File: config.mk
export PLATFORM = sky130hd
export DESIGN_NAME = can_mode_ctrl
export DESIGN_NICKNAME = d
export VERILOG_FILES = /design/src/rtl/can_mode_pkg.sv /design/src/rtl/can_mode_sync.sv /design/src/rtl/can_mode_fsm.sv /design/src/rtl/can_mode_irq.sv /design/src/rtl/can_mode_ctrl.sv
export SDC_FILE = /design/constraint.sdc
export NUM_CORES = 1
export LEC_CHECK = 0
export BUFFER_PORTS_ARGS = -buffer_cell sky130_fd_sc_hd__buf_2
export CORE_MARGIN = 2
export CORE_UTILIZATION = 45
export DETAILED_ROUTE_END_ITERATION = 12
export GPL_ROUTABILITY_DRIVEN = 0
export PLACE_DENSITY = 0.82
export SLEW_MARGIN = 0
export SYNTH_ARGS = -nofsm -noshare
export SYNTH_HDL_FRONTEND = slang
export SYNTH_SLANG_ARGS = --single-unit
File: constraint.sdc
create_clock -name clk_i -period 1.6 [get_ports clk_i]
set_clock_uncertainty 0.05 [all_clocks]
set_input_delay 0.32 -clock clk_i [delete_from_list [all_inputs] [get_ports clk_i]]
set_output_delay 0.32 -clock clk_i [all_outputs]
set_load 0.02 [all_outputs]
File: src/rtl/can_mode_pkg.sv
package can_mode_pkg;
  typedef enum logic [1:0] {
    MODE_NORMAL = 2'd0,
    MODE_INIT   = 2'd1,
    MODE_SLEEP  = 2'd2
  } mode_e;

  // status_o layout
  localparam int unsigned ST_INIT_ACK  = 0;
  localparam int unsigned ST_SLEEP_ACK = 1;
  localparam int unsigned ST_ERR       = 2;
  localparam int unsigned ST_WAKE      = 3;
  localparam int unsigned ST_SLAK      = 4;
  localparam int unsigned ST_W         = 5;

  // irq_en_i layout
  localparam int unsigned IE_SLAK = 0;
  localparam int unsigned IE_WAKE = 1;
  localparam int unsigned IE_ERR  = 2;
  localparam int unsigned IE_W    = 3;

  // sticky flag index inside the flag bank
  localparam int unsigned FL_ERR  = 0;
  localparam int unsigned FL_WAKE = 1;
  localparam int unsigned FL_SLAK = 2;
  localparam int unsigned FL_N    = 3;
endpackage

File: src/rtl/can_mode_sync.sv
module can_mode_sync #(
  parameter int unsigned SYNC_BITS = 11
) (
  input  logic clk_i,
  input  logic rst_ni,
  input  logic arm_i,
  input  logic rx_i,
  input  logic bit_stb_i,
  output logic done_o
);
  localparam int unsigned CNT_W = $clog2(SYNC_BITS + 1);
  localparam logic [CNT_W-1:0] LAST = CNT_W'(SYNC_BITS - 1);

  logic [CNT_W-1:0] cnt_q;
  logic             rec_bit, dom_bit;

  assign rec_bit = bit_stb_i & rx_i;
  assign dom_bit = bit_stb_i & ~rx_i;

  always_ff @(posedge clk_i or negedge rst_ni) begin
    if (!rst_ni)            cnt_q <= '0;
    else if (!arm_i)        cnt_q <= '0;
    else if (dom_bit)       cnt_q <= '0;
    else if (rec_bit && cnt_q < LAST) cnt_q <= cnt_q + 1'b1;
  end

  // the strobe that would make the count reach SYNC_BITS
  assign done_o = arm_i & rec_bit & (cnt_q == LAST);

  AST_CNT_RANGE: assert property (@(posedge clk_i) disable iff (!rst_ni)
    cnt_q <= LAST) else $error("sync count out of range");
  AST_DOM_RESTART: assert property (@(posedge clk_i) disable iff (!rst_ni)
    dom_bit |=> cnt_q == '0) else $error("dominant bit did not restart count");
  AST_IDLE_HOLD: assert property (@(posedge clk_i) disable iff (!rst_ni)
    arm_i && !bit_stb_i && $past(arm_i) |=> $stable(cnt_q) || !arm_i) else $error("count moved without strobe");
endmodule

File: src/rtl/can_mode_fsm.sv
module can_mode_fsm
  import can_mode_pkg::*;
(
  input  logic clk_i,
  input  logic rst_ni,
  input  logic ctrl_wr_i,
  input  logic ctrl_init_i,
  input  logic ctrl_sleep_i,
  input  logic auto_wake_i,
  input  logic rx_i,
  input  logic bit_stb_i,
  input  logic sync_done_i,
  output logic arm_o,
  output logic sof_o,
  output logic init_ack_o,
  output logic sleep_ack_o,
  output logic sleep_req_o
);
  mode_e mode_q, mode_d;
  logic  init_req_q, sleep_req_q;

  assign sof_o = (mode_q == MODE_SLEEP) & bit_stb_i & ~rx_i;

  always_ff @(posedge clk_i or negedge rst_ni) begin
    if (!rst_ni) begin
      init_req_q  <= 1'b0;
      sleep_req_q <= 1'b1;
    end else if (ctrl_wr_i) begin
      init_req_q  <= ctrl_init_i;
      sleep_req_q <= ctrl_sleep_i;
    end else if (sof_o && auto_wake_i) begin
      sleep_req_q <= 1'b0;
    end
  end

  // init wins over sleep; leaving to normal waits for bus idle
  always_comb begin
    mode_d = mode_q;
    if (init_req_q)                              mode_d = MODE_INIT;
    else if (sleep_req_q)                        mode_d = MODE_SLEEP;
    else if (mode_q != MODE_NORMAL && sync_done_i) mode_d = MODE_NORMAL;
  end

  always_ff @(posedge clk_i or negedge rst_ni) begin
    if (!rst_ni) mode_q <= MODE_SLEEP;
    else         mode_q <= mode_d;
  end

  assign arm_o       = (mode_q != MODE_NORMAL) & ~init_req_q & ~sleep_req_q;
  assign init_ack_o  = (mode_q == MODE_INIT);
  assign sleep_ack_o = (mode_q == MODE_SLEEP);
  assign sleep_req_o = sleep_req_q;

  AST_ONE_ACK: assert property (@(posedge clk_i) disable iff (!rst_ni)
    !(init_ack_o && sleep_ack_o)) else $error("both acknowledges set");
  AST_INIT_PRIO: assert property (@(posedge clk_i) disable iff (!rst_ni)
    init_req_q |=> init_ack_o) else $error("init request not honoured");
  AST_AUTO_WAKE: assert property (@(posedge clk_i) disable iff (!rst_ni)
    sof_o && auto_wake_i && !ctrl_wr_i |=> !sleep_req_o) else $error("auto wakeup missed");
  AST_SLEEP_HOLD: assert property (@(posedge clk_i) disable iff (!rst_ni)
    sleep_req_q && !init_req_q |=> sleep_ack_o) else $error("sleep request not honoured");
endmodule

File: src/rtl/can_mode_irq.sv
module can_mode_irq
  import can_mode_pkg::*;
#(
  parameter int unsigned NUM_ERR = 3
) (
  input  logic               clk_i,
  input  logic               rst_ni,
  input  logic               sleep_ack_i,
  input  logic               sof_i,
  input  logic [NUM_ERR-1:0] err_stat_i,
  input  logic [NUM_ERR-1:0] err_en_i,
  input  logic               clr_wr_i,
  input  logic [ST_W-1:0]    clr_mask_i,
  input  logic [IE_W-1:0]    irq_en_i,
  output logic [FL_N-1:0]    flags_o,
  output logic               irq_o
);
  logic [NUM_ERR-1:0] err_q;
  logic               ack_d_q;
  logic [FL_N-1:0]    set_v, clr_v, en_v, flag_q;
  logic               unused_mask;

  assign unused_mask = ^clr_mask_i[ST_SLEEP_ACK:ST_INIT_ACK];

  always_ff @(posedge clk_i or negedge rst_ni) begin
    if (!rst_ni) begin
      err_q   <= '0;
      ack_d_q <= 1'b1;
    end else begin
      err_q   <= err_stat_i;
      ack_d_q <= sleep_ack_i;
    end
  end

  assign set_v[FL_ERR]  = |(err_stat_i & ~err_q & err_en_i);
  assign set_v[FL_WAKE] = sof_i;
  assign set_v[FL_SLAK] = sleep_ack_i & ~ack_d_q;

  assign clr_v[FL_ERR]  = clr_wr_i & clr_mask_i[ST_ERR];
  assign clr_v[FL_WAKE] = clr_wr_i & clr_mask_i[ST_WAKE];
  assign clr_v[FL_SLAK] = (clr_wr_i & clr_mask_i[ST_SLAK]) | (~sleep_ack_i & ack_d_q);

  assign en_v[FL_ERR]  = irq_en_i[IE_ERR];
  assign en_v[FL_WAKE] = irq_en_i[IE_WAKE];
  assign en_v[FL_SLAK] = irq_en_i[IE_SLAK];

  for (genvar g = 0; g < FL_N; g++) begin : g_flag
    always_ff @(posedge clk_i or negedge rst_ni) begin
      if (!rst_ni)       flag_q[g] <= 1'b0;
      else if (set_v[g]) flag_q[g] <= 1'b1;
      else if (clr_v[g]) flag_q[g] <= 1'b0;
    end
  end

  assign flags_o = flag_q;
  assign irq_o   = |(flag_q & en_v);

  AST_WAKE_STICKY: assert property (@(posedge clk_i) disable iff (!rst_ni)
    flag_q[FL_WAKE] && !(clr_wr_i && clr_mask_i[ST_WAKE]) |=> flag_q[FL_WAKE]) else $error("wake flag lost");
  AST_ERR_STICKY: assert property (@(posedge clk_i) disable iff (!rst_ni)
    flag_q[FL_ERR] && !(clr_wr_i && clr_mask_i[ST_ERR]) |=> flag_q[FL_ERR]) else $error("error flag lost");
  AST_SLAK_SET: assert property (@(posedge clk_i) disable iff (!rst_ni)
    $rose(sleep_ack_i) |=> flag_q[FL_SLAK]) else $error("sleep-entered flag not set");
  AST_SLAK_HWCLR: assert property (@(posedge clk_i) disable iff (!rst_ni)
    $fell(sleep_ack_i) |=> !flag_q[FL_SLAK]) else $error("sleep-entered flag not cleared");
  AST_WAKE_SET: assert property (@(posedge clk_i) disable iff (!rst_ni)
    sof_i |=> flag_q[FL_WAKE]) else $error("wake flag not set");
endmodule

File: src/rtl/can_mode_ctrl.sv
module can_mode_ctrl
  import can_mode_pkg::*;
#(
  parameter int unsigned SYNC_BITS = 11,
  parameter int unsigned NUM_ERR   = 3
) (
  input  logic               clk_i,
  input  logic               rst_ni,
  input  logic               ctrl_wr_i,
  input  logic               ctrl_init_i,
  input  logic               ctrl_sleep_i,
  input  logic               auto_wake_i,
  input  logic [IE_W-1:0]    irq_en_i,
  input  logic [NUM_ERR-1:0] err_stat_i,
  input  logic [NUM_ERR-1:0] err_en_i,
  input  logic               rx_i,
  input  logic               bit_stb_i,
  input  logic               clr_wr_i,
  input  logic [ST_W-1:0]    clr_mask_i,
  output logic [ST_W-1:0]    status_o,
  output logic               sleep_req_o,
  output logic               irq_o
);
  logic            arm, sync_done, sof, init_ack, sleep_ack;
  logic [FL_N-1:0] flags;

  can_mode_sync #(.SYNC_BITS(SYNC_BITS)) u_sync (
    .clk_i     (clk_i),
    .rst_ni    (rst_ni),
    .arm_i     (arm),
    .rx_i      (rx_i),
    .bit_stb_i (bit_stb_i),
    .done_o    (sync_done)
  );

  can_mode_fsm u_fsm (
    .clk_i        (clk_i),
    .rst_ni       (rst_ni),
    .ctrl_wr_i    (ctrl_wr_i),
    .ctrl_init_i  (ctrl_init_i),
    .ctrl_sleep_i (ctrl_sleep_i),
    .auto_wake_i  (auto_wake_i),
    .rx_i         (rx_i),
    .bit_stb_i    (bit_stb_i),
    .sync_done_i  (sync_done),
    .arm_o        (arm),
    .sof_o        (sof),
    .init_ack_o   (init_ack),
    .sleep_ack_o  (sleep_ack),
    .sleep_req_o  (sleep_req_o)
  );

  can_mode_irq #(.NUM_ERR(NUM_ERR)) u_irq (
    .clk_i       (clk_i),
    .rst_ni      (rst_ni),
    .sleep_ack_i (sleep_ack),
    .sof_i       (sof),
    .err_stat_i  (err_stat_i),
    .err_en_i    (err_en_i),
    .clr_wr_i    (clr_wr_i),
    .clr_mask_i  (clr_mask_i),
    .irq_en_i    (irq_en_i),
    .flags_o     (flags),
    .irq_o       (irq_o)
  );

  assign status_o[ST_INIT_ACK]  = init_ack;
  assign status_o[ST_SLEEP_ACK] = sleep_ack;
  assign status_o[ST_ERR]       = flags[FL_ERR];
  assign status_o[ST_WAKE]      = flags[FL_WAKE];
  assign status_o[ST_SLAK]      = flags[FL_SLAK];

  // a drop to normal only happens on a recessive sample point
  AST_EXIT_SYNC: assert property (@(posedge clk_i) disable iff (!rst_ni)
    (|$past(status_o[ST_SLEEP_ACK:ST_INIT_ACK])) && status_o[ST_SLEEP_ACK:ST_INIT_ACK] == 2'b00
      |-> $past(rx_i && bit_stb_i)) else $error("left mode without bus idle");
endmodule

* Word-level counts from Yosys, hierarchy flattened
Index checks and enable logic that the tools add are counted.
** Word-level totals
- Flip-flop bits (word level) :: 15
- Bits in latches :: 0
- Bits in writable memories :: 0
- ROM bits :: 0
- Input bits :: 23
- Output and inout port bits :: 7
- Memories kept :: 0
** Cells by class
- $add $sub $neg :: 1
- $mul :: 0
- Divide/modulo/power cells :: 0
- Order comparisons :: 1
- Equality and inequality tests :: 4
- Shift-type cells :: 0
- Multiplexer cells :: 14
- Bitwise operators :: 23
- Reduce and logical (&&, ||, !) cells :: 11
** Operator list (count)
- $and A1 B1 Y1 :: 13
- $mux W4 :: 3
- $reduce_bool A2 Y1 :: 5
- $and A3 B3 Y3 :: 3
- $mux W1 :: 8
- $mux W2 :: 3
- $reduce_or A3 Y1 :: 2
- $not A1 Y1 :: 5
- $add A4 B1 Y4 const B :: 1
- $eq A4 B4 Y1 const B :: 1
- $lt A4 B4 Y1 const B :: 1
- $logic_and A1 B1 Y1 :: 3
- $ne A3 B3 Y1 const B :: 1
- $not A3 Y3 :: 1
- $reduce_bool A3 Y1 :: 1
- $eq A2 B1 Y1 const B :: 1
- $eq A2 B2 Y1 const B :: 1
- $or A1 B1 Y1 :: 1

* Logic depth before layout (Yosys ltp)
Gate-level depths: netlist (run 1).
- Depth after elaboration :: 9
- Mapped depth :: 5
- Gate-level depth less buffers :: 5

* By module
From an unflattened synthesis (run 1), not the netlist that was laid out.
** Second synthesis, totals
- Cell total of the unflattened synthesis :: 65
- Area, all modules :: 740.7 um^2
** Modules (own cells, without submodules)
- can_mode_irq :: times used 1, cells each 19, area an instance 266.5 um^2
- can_mode_sync :: times used 1, cells each 26, area an instance 259.0 um^2
- can_mode_fsm :: times used 1, cells each 18, area an instance 200.2 um^2
- can_mode_ctrl :: times used 1, cells each 2, area an instance 15.0 um^2

* Least setup slack after synthesis (run 1)
OpenSTA, ideal clock, no wires.
- Path type :: register to output
- Start :: register u_fsm.mode_q[1]
- End :: output status_o[1]
- Arrival time :: 0.993 ns
- Data required time :: 1.230 ns
- Slack :: 0.237 ns
- Cell stages (with the launch flop) :: 3
- Buffers on the path :: 1
- Path through :: dfstp_2 nor2b_1 buf_4
** Between the ends
- Cells in the longest elaborated chain, start to end :: 1
** Ends and longest elaborated chain
- start, declared :: RTL line can_mode_fsm.sv:19 : mode_e mode_q, mode_d;
- start signal, assigned :: RTL line can_mode_fsm.sv:46 : else mode_q <= mode_d;
- $eq A2 B2 Y1 :: RTL line can_mode_fsm.sv:51 : assign sleep_ack_o = (mode_q == MODE_SLEEP);
- end, declared :: RTL line can_mode_ctrl.sv:20 : output logic [ST_W-1:0] status_o,
Every way passes these cells.

* Worst setup path in the final report (run 1)
- Start :: register u_irq.flag_q[0], in the netlist u_irq.flags_o[0]
- End :: output irq_o
** Between the ends
- Cells in the longest elaborated chain, start to end :: 2
** Ends and longest elaborated chain
- start, declared :: RTL line can_mode_irq.sv:20 : logic [FL_N-1:0] set_v, clr_v, en_v, flag_q;
- start signal, assigned by index :: RTL line can_mode_irq.sv:49 : if (!rst_ni) flag_q[g] <= 1'b0;
- start signal, assigned by index :: RTL line can_mode_irq.sv:50 : else if (set_v[g]) flag_q[g] <= 1'b1;
- start signal, assigned by index :: RTL line can_mode_irq.sv:51 : else if (clr_v[g]) flag_q[g] <= 1'b0;
- $and A3 B3 Y3 :: RTL line can_mode_irq.sv:56 : assign irq_o = |(flag_q & en_v);
- $reduce_or A3 Y1 :: RTL line can_mode_irq.sv:56
- end, declared :: RTL line can_mode_ctrl.sv:22 : output logic irq_o
Every way passes these cells.

==> results.ini, run 1 <==
[drt]
avg_vias_per_cell = 5.39
firstDrtPassIters = 4
drt-wirelength-per-cell_um = 12.6
post-route-drc-count = 0
via_count = 609
detail_route.iter0.violations = 9
totalWireLength_um = 1430
antenna_left = 0

[clock_network]
clk-insertion-delay-late_ps = 280
cell_at_the_root_of_the_clock_tree = sky130_fd_sc_hd__clkbuf_4
clock_tree_from_tritoncts = done
numCtsBuffers = 3
clock_path_buffers = 2
cts.clk_slew.worst_paths_ps = 80
clkSinkCount = 15
htree_levels = 1

[sta]
fin_worst_hold_slack_ps = 105
fmax_mhz = 637
drv_slew = 0
max_slew.worst_pin.slew_ps = 329
fin_crit_sh = 0.981
timing.final.setup_violations = 0
hold_violations = 0
layout_min_cycle_time_ps = 1570
rsz0062_at_grt = true
relative_slew_slack = 0.781

[die]
coreArea_sq_mm = 0.00149
floorplan.initialDensity = 0.472
floorplan.die.height_um = 43.5
num_io_pins = 30
core.rowCount = 14
total_die_area_sq_mm = 0.00189
die_width_um = 43.5

[place]
dp_cells = 107
dp.final_hpwl_um = 1070
io_buffer_count = 27

[min_path]
min_path_cells = 1
min_path_type = input pin to register

[worst_setup_path]
worst-r2r-setup-slack_ps = 300
cell_with_the_biggest_individual_delay_on_the_critical_path = sky130_fd_sc_hd__dfrtp_1
end_kind = output pin
worst-endpoint-required_ps = 1230
worst_setup_path_endpoint = irq_o
cp_cell_sequence = a222oi_1, inv_1, buf_2
worst_setup_path_start_kind = register
worstReg2RegStart = u_fsm.mode_q[1]$_DFFE_PN1P_
critical-path-max-stage-delay_ps = 400
worst-setup-path-type = register to output pin
critical_path.max_fanout = 3
reg2reg_to = u_sync.cnt_q[3]$_DFFE_PN0P_
worst-r2r-cell-count = 3
worstPathArrival_ps = 1200
beginning_of_the_critical_path = u_irq.flags_o[0]$_DFFE_PN0P_

[finish]
layout.cells.most_common_list = sky130_fd_sc_hd__buf_2 (26), sky130_fd_sc_hd__dfrtp_1 (12), sky130_fd_sc_hd__nand2_1 (8), sky130_fd_sc_hd__o21ai_0 (4)
area.sequential_sq_um = 379
finish.cell_count_without_fillers = 113
total_inserted_antenna_cells = 0
filler_cell_count = 127
flow.area_growth_from_synthesis_pct = 27.9
postLayoutCoreUtil = 0.604
final_nets = 123
multiInputGateArea_sq_um = 300
mostFrequentLayoutCell = sky130_fd_sc_hd__buf_2
drive_above_1_share = 0.454

[grt]
grt_use_met3 = 0.0250
total_overflow_reported_by_the_global_router = 0
groute.layer.met1.usage = 0.247
grt_most_used_layer = met2
number_of_global_route_vias_before_repair = 589
global_route_wire_length_before_repair_um = 2530
grtUsageMet2 = 0.281
grt_start_max_net_pins = 16
grt_use_total = 0.183
number_of_antenna_violations_at_the_first_check_in_global_routing = 0

[logic_synthesis]
synth.distinct_cells = 29
synth_fp_nets = 90
post_synth_inst_count = 65
synth-seq-area-share = 0.539
synth_seq_cells = 15
mappedNetlistArea_sq_um = 703
yosysWarnings = 0
syn_area_per_cell_sq_um = 10.8

[outcome]
outcome = complete, no violations

[run]
max_cap_violations = 0

[pwr]
power.leakage_nw = 0.430
powerDensity_mw_per_mm2 = 921
irDropWorstVdd_uv = 389

[synthesized netlist by cell type]
cell type	n	area share
sky130_fd_sc_hd__nand2_1	8	0.043
sky130_fd_sc_hd__o21a_1	1	0.011
sky130_fd_sc_hd__dfrtp_1	12	0.43
sky130_fd_sc_hd__a211o_1	2	0.025
sky130_fd_sc_hd__nor2_1	3	0.016
sky130_fd_sc_hd__or4_4	1	0.016
sky130_fd_sc_hd__and2_2	1	0.011
sky130_fd_sc_hd__o21ai_0	4	0.028
sky130_fd_sc_hd__ha_1	2	0.036
sky130_fd_sc_hd__o211ai_1	1	0.011
sky130_fd_sc_hd__a311oi_1	1	0.012
sky130_fd_sc_hd__a222oi_1	1	0.014
sky130_fd_sc_hd__dfstp_2	3	0.11
sky130_fd_sc_hd__o22ai_1	1	0.0089
sky130_fd_sc_hd__buf_4	2	0.021
sky130_fd_sc_hd__a21boi_0	1	0.011
sky130_fd_sc_hd__nand2b_1	1	0.0089
sky130_fd_sc_hd__nor2_2	1	0.0089
sky130_fd_sc_hd__nor2b_1	3	0.027
sky130_fd_sc_hd__nand4_1	1	0.0089
sky130_fd_sc_hd__nand3_1	1	0.0071
sky130_fd_sc_hd__a21oi_2	3	0.037
sky130_fd_sc_hd__a21oi_1	3	0.021
sky130_fd_sc_hd__or3_1	1	0.0089
sky130_fd_sc_hd__inv_1	3	0.016
sky130_fd_sc_hd__a21o_1	1	0.011
sky130_fd_sc_hd__a41oi_1	1	0.012
sky130_fd_sc_hd__a22o_2	1	0.014
sky130_fd_sc_hd__mux2_2	1	0.016
[stage by stage]
stage | area (sq um) | setup slack, ps | power, mW | setup TNS, ps
3_3_place_gp | 851 | 231 | 0.607 | 0
4_1_cts | 887 | 9.30 | 0.827 | 0
5_1_grt | 900 | -46.3 | 0.872 | -46.3
2_1_floorplan | 703 | 237 | 0.546 | 0
3_5_place_dp | 851 | 207 | 0.613 | 0
6_report | 900 | 30.5 | 0.828 | 0
[sequential cells by signal, indices dropped and copies added (netlist names)]
name               count
u_sync.cnt_q           4
u_irq.err_q            3
u_irq.flags_o          3
u_fsm.mode_q           2
u_fsm.init_req_q       1
u_fsm.sleep_req_o      1
u_irq.ack_d_q          1
[cell families after synthesis]
| logic type | share of synthesized area |
|---|---|
| AO/OA/AOI/OAI | 0.217 |
| AND/OR/NAND/NOR | 0.155 |
| flip-flops | 0.539 |
| buffers and inverters | 0.0374 |
| adder cells (fa/ha/maj) | 0.0356 |
| multiplexers | 0.0160 |
[power by group]
part / switching (mW) / internal, mW
logic: 0.0949 / 0.0812
registers: 0.0226 / 0.415
clock network: 0.118 / 0.0967
total: 0.235 / 0.593
[area by class of cell]
cell class / count / area share
timing repair buffer: 30 / 0.181
tap: 16 / 0.0223
sequential: 15 / 0.421
clock buffer: 4 / 0.0292
inverter: 3 / 0.0125
multi-input combinational: 45 / 0.334
[layer usage]
layer	wire length, um	vias up
li1	-	300
met1	660	288
met2	677	17
met3	61	4
met4	28	0
met5	0	-
[worst max-delay path: cells and delay by family, from the launching register on]
kind	cells	cell delay, ps
AOI/OAI and AO/OA	1	310
buffers and inverters	2	220
DFF	1	400
[how the worst min path moves through the flow]
stage	startpoint	end	slack (ps)
floorplan	rst_ni	u_fsm.init_req_q$_DFFE_PN0P_	-30
detailed placement	rst_ni	u_fsm.mode_q[0]$_DFFE_PN0P_	190
finish	err_stat_i[2]	u_irq.err_q[2]$_DFF_PN0_	100
global placement	rst_ni	u_fsm.init_req_q$_DFFE_PN0P_	180
global route	err_stat_i[2]	u_irq.err_q[2]$_DFF_PN0_	100
CTS	err_stat_i[2]	u_irq.err_q[2]$_DFF_PN0_	100
[what timing repair did]
action                                  4_1_cts  5_1_grt
endpoints found under the setup margin        1        2
resized for setup                             0        2
hold endpoints to repair                     12        0
hold buffers                                  1        0
pin swaps                                     1        1
buffers inserted                              0        1
Power figures use the tool's default switching activity.
==> inputs of run 2 (changes only) <==
--- a/config.mk
+++ b/config.mk
@@ -6,11 +6,13 @@
 export NUM_CORES = 1
 export LEC_CHECK = 0
 export BUFFER_PORTS_ARGS = -buffer_cell sky130_fd_sc_hd__buf_2
+export CELL_PAD_IN_SITES_DETAIL_PLACEMENT = 1
+export CELL_PAD_IN_SITES_GLOBAL_PLACEMENT = 1
 export CORE_MARGIN = 2
-export CORE_UTILIZATION = 45
+export CORE_UTILIZATION = 33
 export DETAILED_ROUTE_END_ITERATION = 12
 export GPL_ROUTABILITY_DRIVEN = 0
-export PLACE_DENSITY = 0.82
+export PLACE_DENSITY = 0.81
 export SLEW_MARGIN = 0
 export SYNTH_ARGS = -nofsm -noshare
 export SYNTH_HDL_FRONTEND = slang
==> results.ini, run 2 (synthesis results as in run 1) <==
[worst_setup_path]
end_kind = output pin
worst-r2r-cell-count = 3
worst_setup_path_start_kind = register
worstPathArrival_ps = 1210
worst-setup-path-type = register to output pin
reg2reg_to = u_sync.cnt_q[1]$_DFFE_PN0P_
critical_path.max_fanout = 2
worst-endpoint-required_ps = 1230
worst-r2r-setup-slack_ps = 300
worstReg2RegStart = u_fsm.mode_q[1]$_DFFE_PN1P_

[finish]
finish.cell_count_without_fillers = 125
filler_cell_count = 244
total_inserted_antenna_cells = 0
largest_register_ff_count = 4
max_flop_register = u_sync.cnt_q
flow.area_growth_from_synthesis_pct = 31.5
final_nets = 124
mostFrequentLayoutCell = sky130_fd_sc_hd__buf_2
layout.cells.most_common_list = sky130_fd_sc_hd__buf_2 (26), sky130_fd_sc_hd__dfrtp_1 (12), sky130_fd_sc_hd__nand2_1 (8), sky130_fd_sc_hd__o21ai_0 (4), sky130_fd_sc_hd__buf_4 (4)
drive_above_1_share = 0.469

[pwr]
power.leakage_nw = 0.434
irDropWorstVdd_uv = 450
powerDensity_mw_per_mm2 = 916

[drt]
totalWireLength_um = 1640
post-route-drc-count = 0
detail_route.iter0.violations = 10
firstDrtPassIters = 4
avg_vias_per_cell = 5.06
drt-wirelength-per-cell_um = 13.1
antenna_left = 0
via_count = 633

[sta]
setup_ws_ps = 18.3
layout_min_cycle_time_ps = 1580
hold_violations = 0
drv_slew = 0
relative_slew_slack = 0.781
max_slew.worst_pin.slew_ps = 329
rsz0062_at_grt = true
fin_crit_sh = 0.989
timing.final.setup_violations = 0
fmax_mhz = 632

[clock_network]
cts.clk_slew.worst_paths_ps = 100
clock_path_buffers = 2
clk-insertion-delay-late_ps = 280
htree_levels = 1
clkSinkCount = 15
cell_at_the_root_of_the_clock_tree = sky130_fd_sc_hd__clkbuf_4
clock_tree_from_tritoncts = done
numCtsBuffers = 3

[grt]
number_of_global_route_vias_before_repair = 628
grt_most_used_layer = met2
global_route_wire_length_before_repair_um = 2840
grtUsageMet2 = 0.257
number_of_antenna_violations_at_the_first_check_in_global_routing = 0
groute.layer.met1.usage = 0.186
grt_use_total = 0.155
grt_use_met3 = 0.0417
total_overflow_reported_by_the_global_router = 0
grt_start_max_net_pins = 16

[die]
num_io_pins = 30
coreArea_sq_mm = 0.00198
core.rowCount = 16
total_die_area_sq_mm = 0.00252
die_width_um = 50.2
floorplan.die.height_um = 50.2
floorplan.initialDensity = 0.355

[min_path]
min_path_cells = 1
min_path_type = input pin to register
hold_end = u_irq.err_q[2]$_DFF_PN0_
min-delay-start = err_stat_i[2]

[place]
dp.final_hpwl_um = 1280
dp_cells = 118
io_buffer_count = 27
dp_slack_ps = 210

[outcome]
outcome = complete, no violations

[run]
max_cap_violations = 0

## run 2: changes by cell type in the layout (fill, tap and decap cells not counted), sizes merged
cell      before  now
clkbuf         4    3
clkinvlp       0    1
buf           29   30
## run 2: how the worst max path moves through the flow
stage	startpoint	to	slack (ps)	depth (start not counted)
after floorplan	u_fsm.mode_q[1]$_DFFE_PN1P_	status_o[1]	240	2
after global routing	u_irq.flags_o[0]$_DFFE_PN0P_	irq_o	-70	3
final	u_irq.flags_o[0]$_DFFE_PN0P_	irq_o	20	3
after detailed placement	bit_stb_i	u_sync.cnt_q[2]$_DFFE_PN0P_	210	4
after global placement	bit_stb_i	u_sync.cnt_q[1]$_DFFE_PN0P_	230	4
after CTS	u_fsm.mode_q[1]$_DFFE_PN1P_	status_o[1]	10	2
## run 2: power breakdown
part | internal, mW | total (mW) | switching [mW]
Clock | 0.0950 | 0.226 | 0.131
Combinational | 0.0844 | 0.184 | 0.0996
Sequential | 0.415 | 0.437 | 0.0221
Total | 0.594 | 0.847 | 0.253
## run 2: final cells by class
class                   instances  area [sq um]  share of cell area
clock buffers                   3          22.5              0.0244
clock inverters                 1          7.51             0.00812
inverters                       3          11.3              0.0122
multi-input cells              45           300               0.325
flip-flops and latches         15           379               0.410
well taps                      27          33.8              0.0365
repair buffers                 31           170               0.184
## run 2: worst max-delay path: stages (launching register included)
cell	delay, ps
sky130_fd_sc_hd__dfrtp_1	390
sky130_fd_sc_hd__a222oi_1	310
sky130_fd_sc_hd__inv_1	70
sky130_fd_sc_hd__buf_2	160
## run 2: routing by layer
metal  up-vias  wire length [um]  part of all wire
li1        301                 -                 -
met2        23               805              0.49
met3         2               111             0.068
met4         0                18             0.011
met1       307               706              0.43
met5         -                 0                 0
## run 2: repair_timing
item                       4_1_cts  5_1_grt
buffers inserted                 2        0
pin swaps                        1        0
hold endpoints to repair        12        0
cloned                           0        0
setup endpoints to repair        1        2
hold buffers                     1        0
gates resized for setup          0        2
## run 2: per-stage QoR
step	setup TNS, ps	instance area [sq um]	power (mW)	utilization	hold WS, ps
2_1_floorplan	0	703	0.546	-	-25.6
5_1_grt	-65.3	925	0.901	0.467	75.1
3_5_place_dp	0	865	0.616	0.436	185
6_report	0	925	0.847	0.467	96.5
4_1_cts	0	920	0.852	0.464	93.5
3_3_place_gp	0	865	0.610	0.436	184
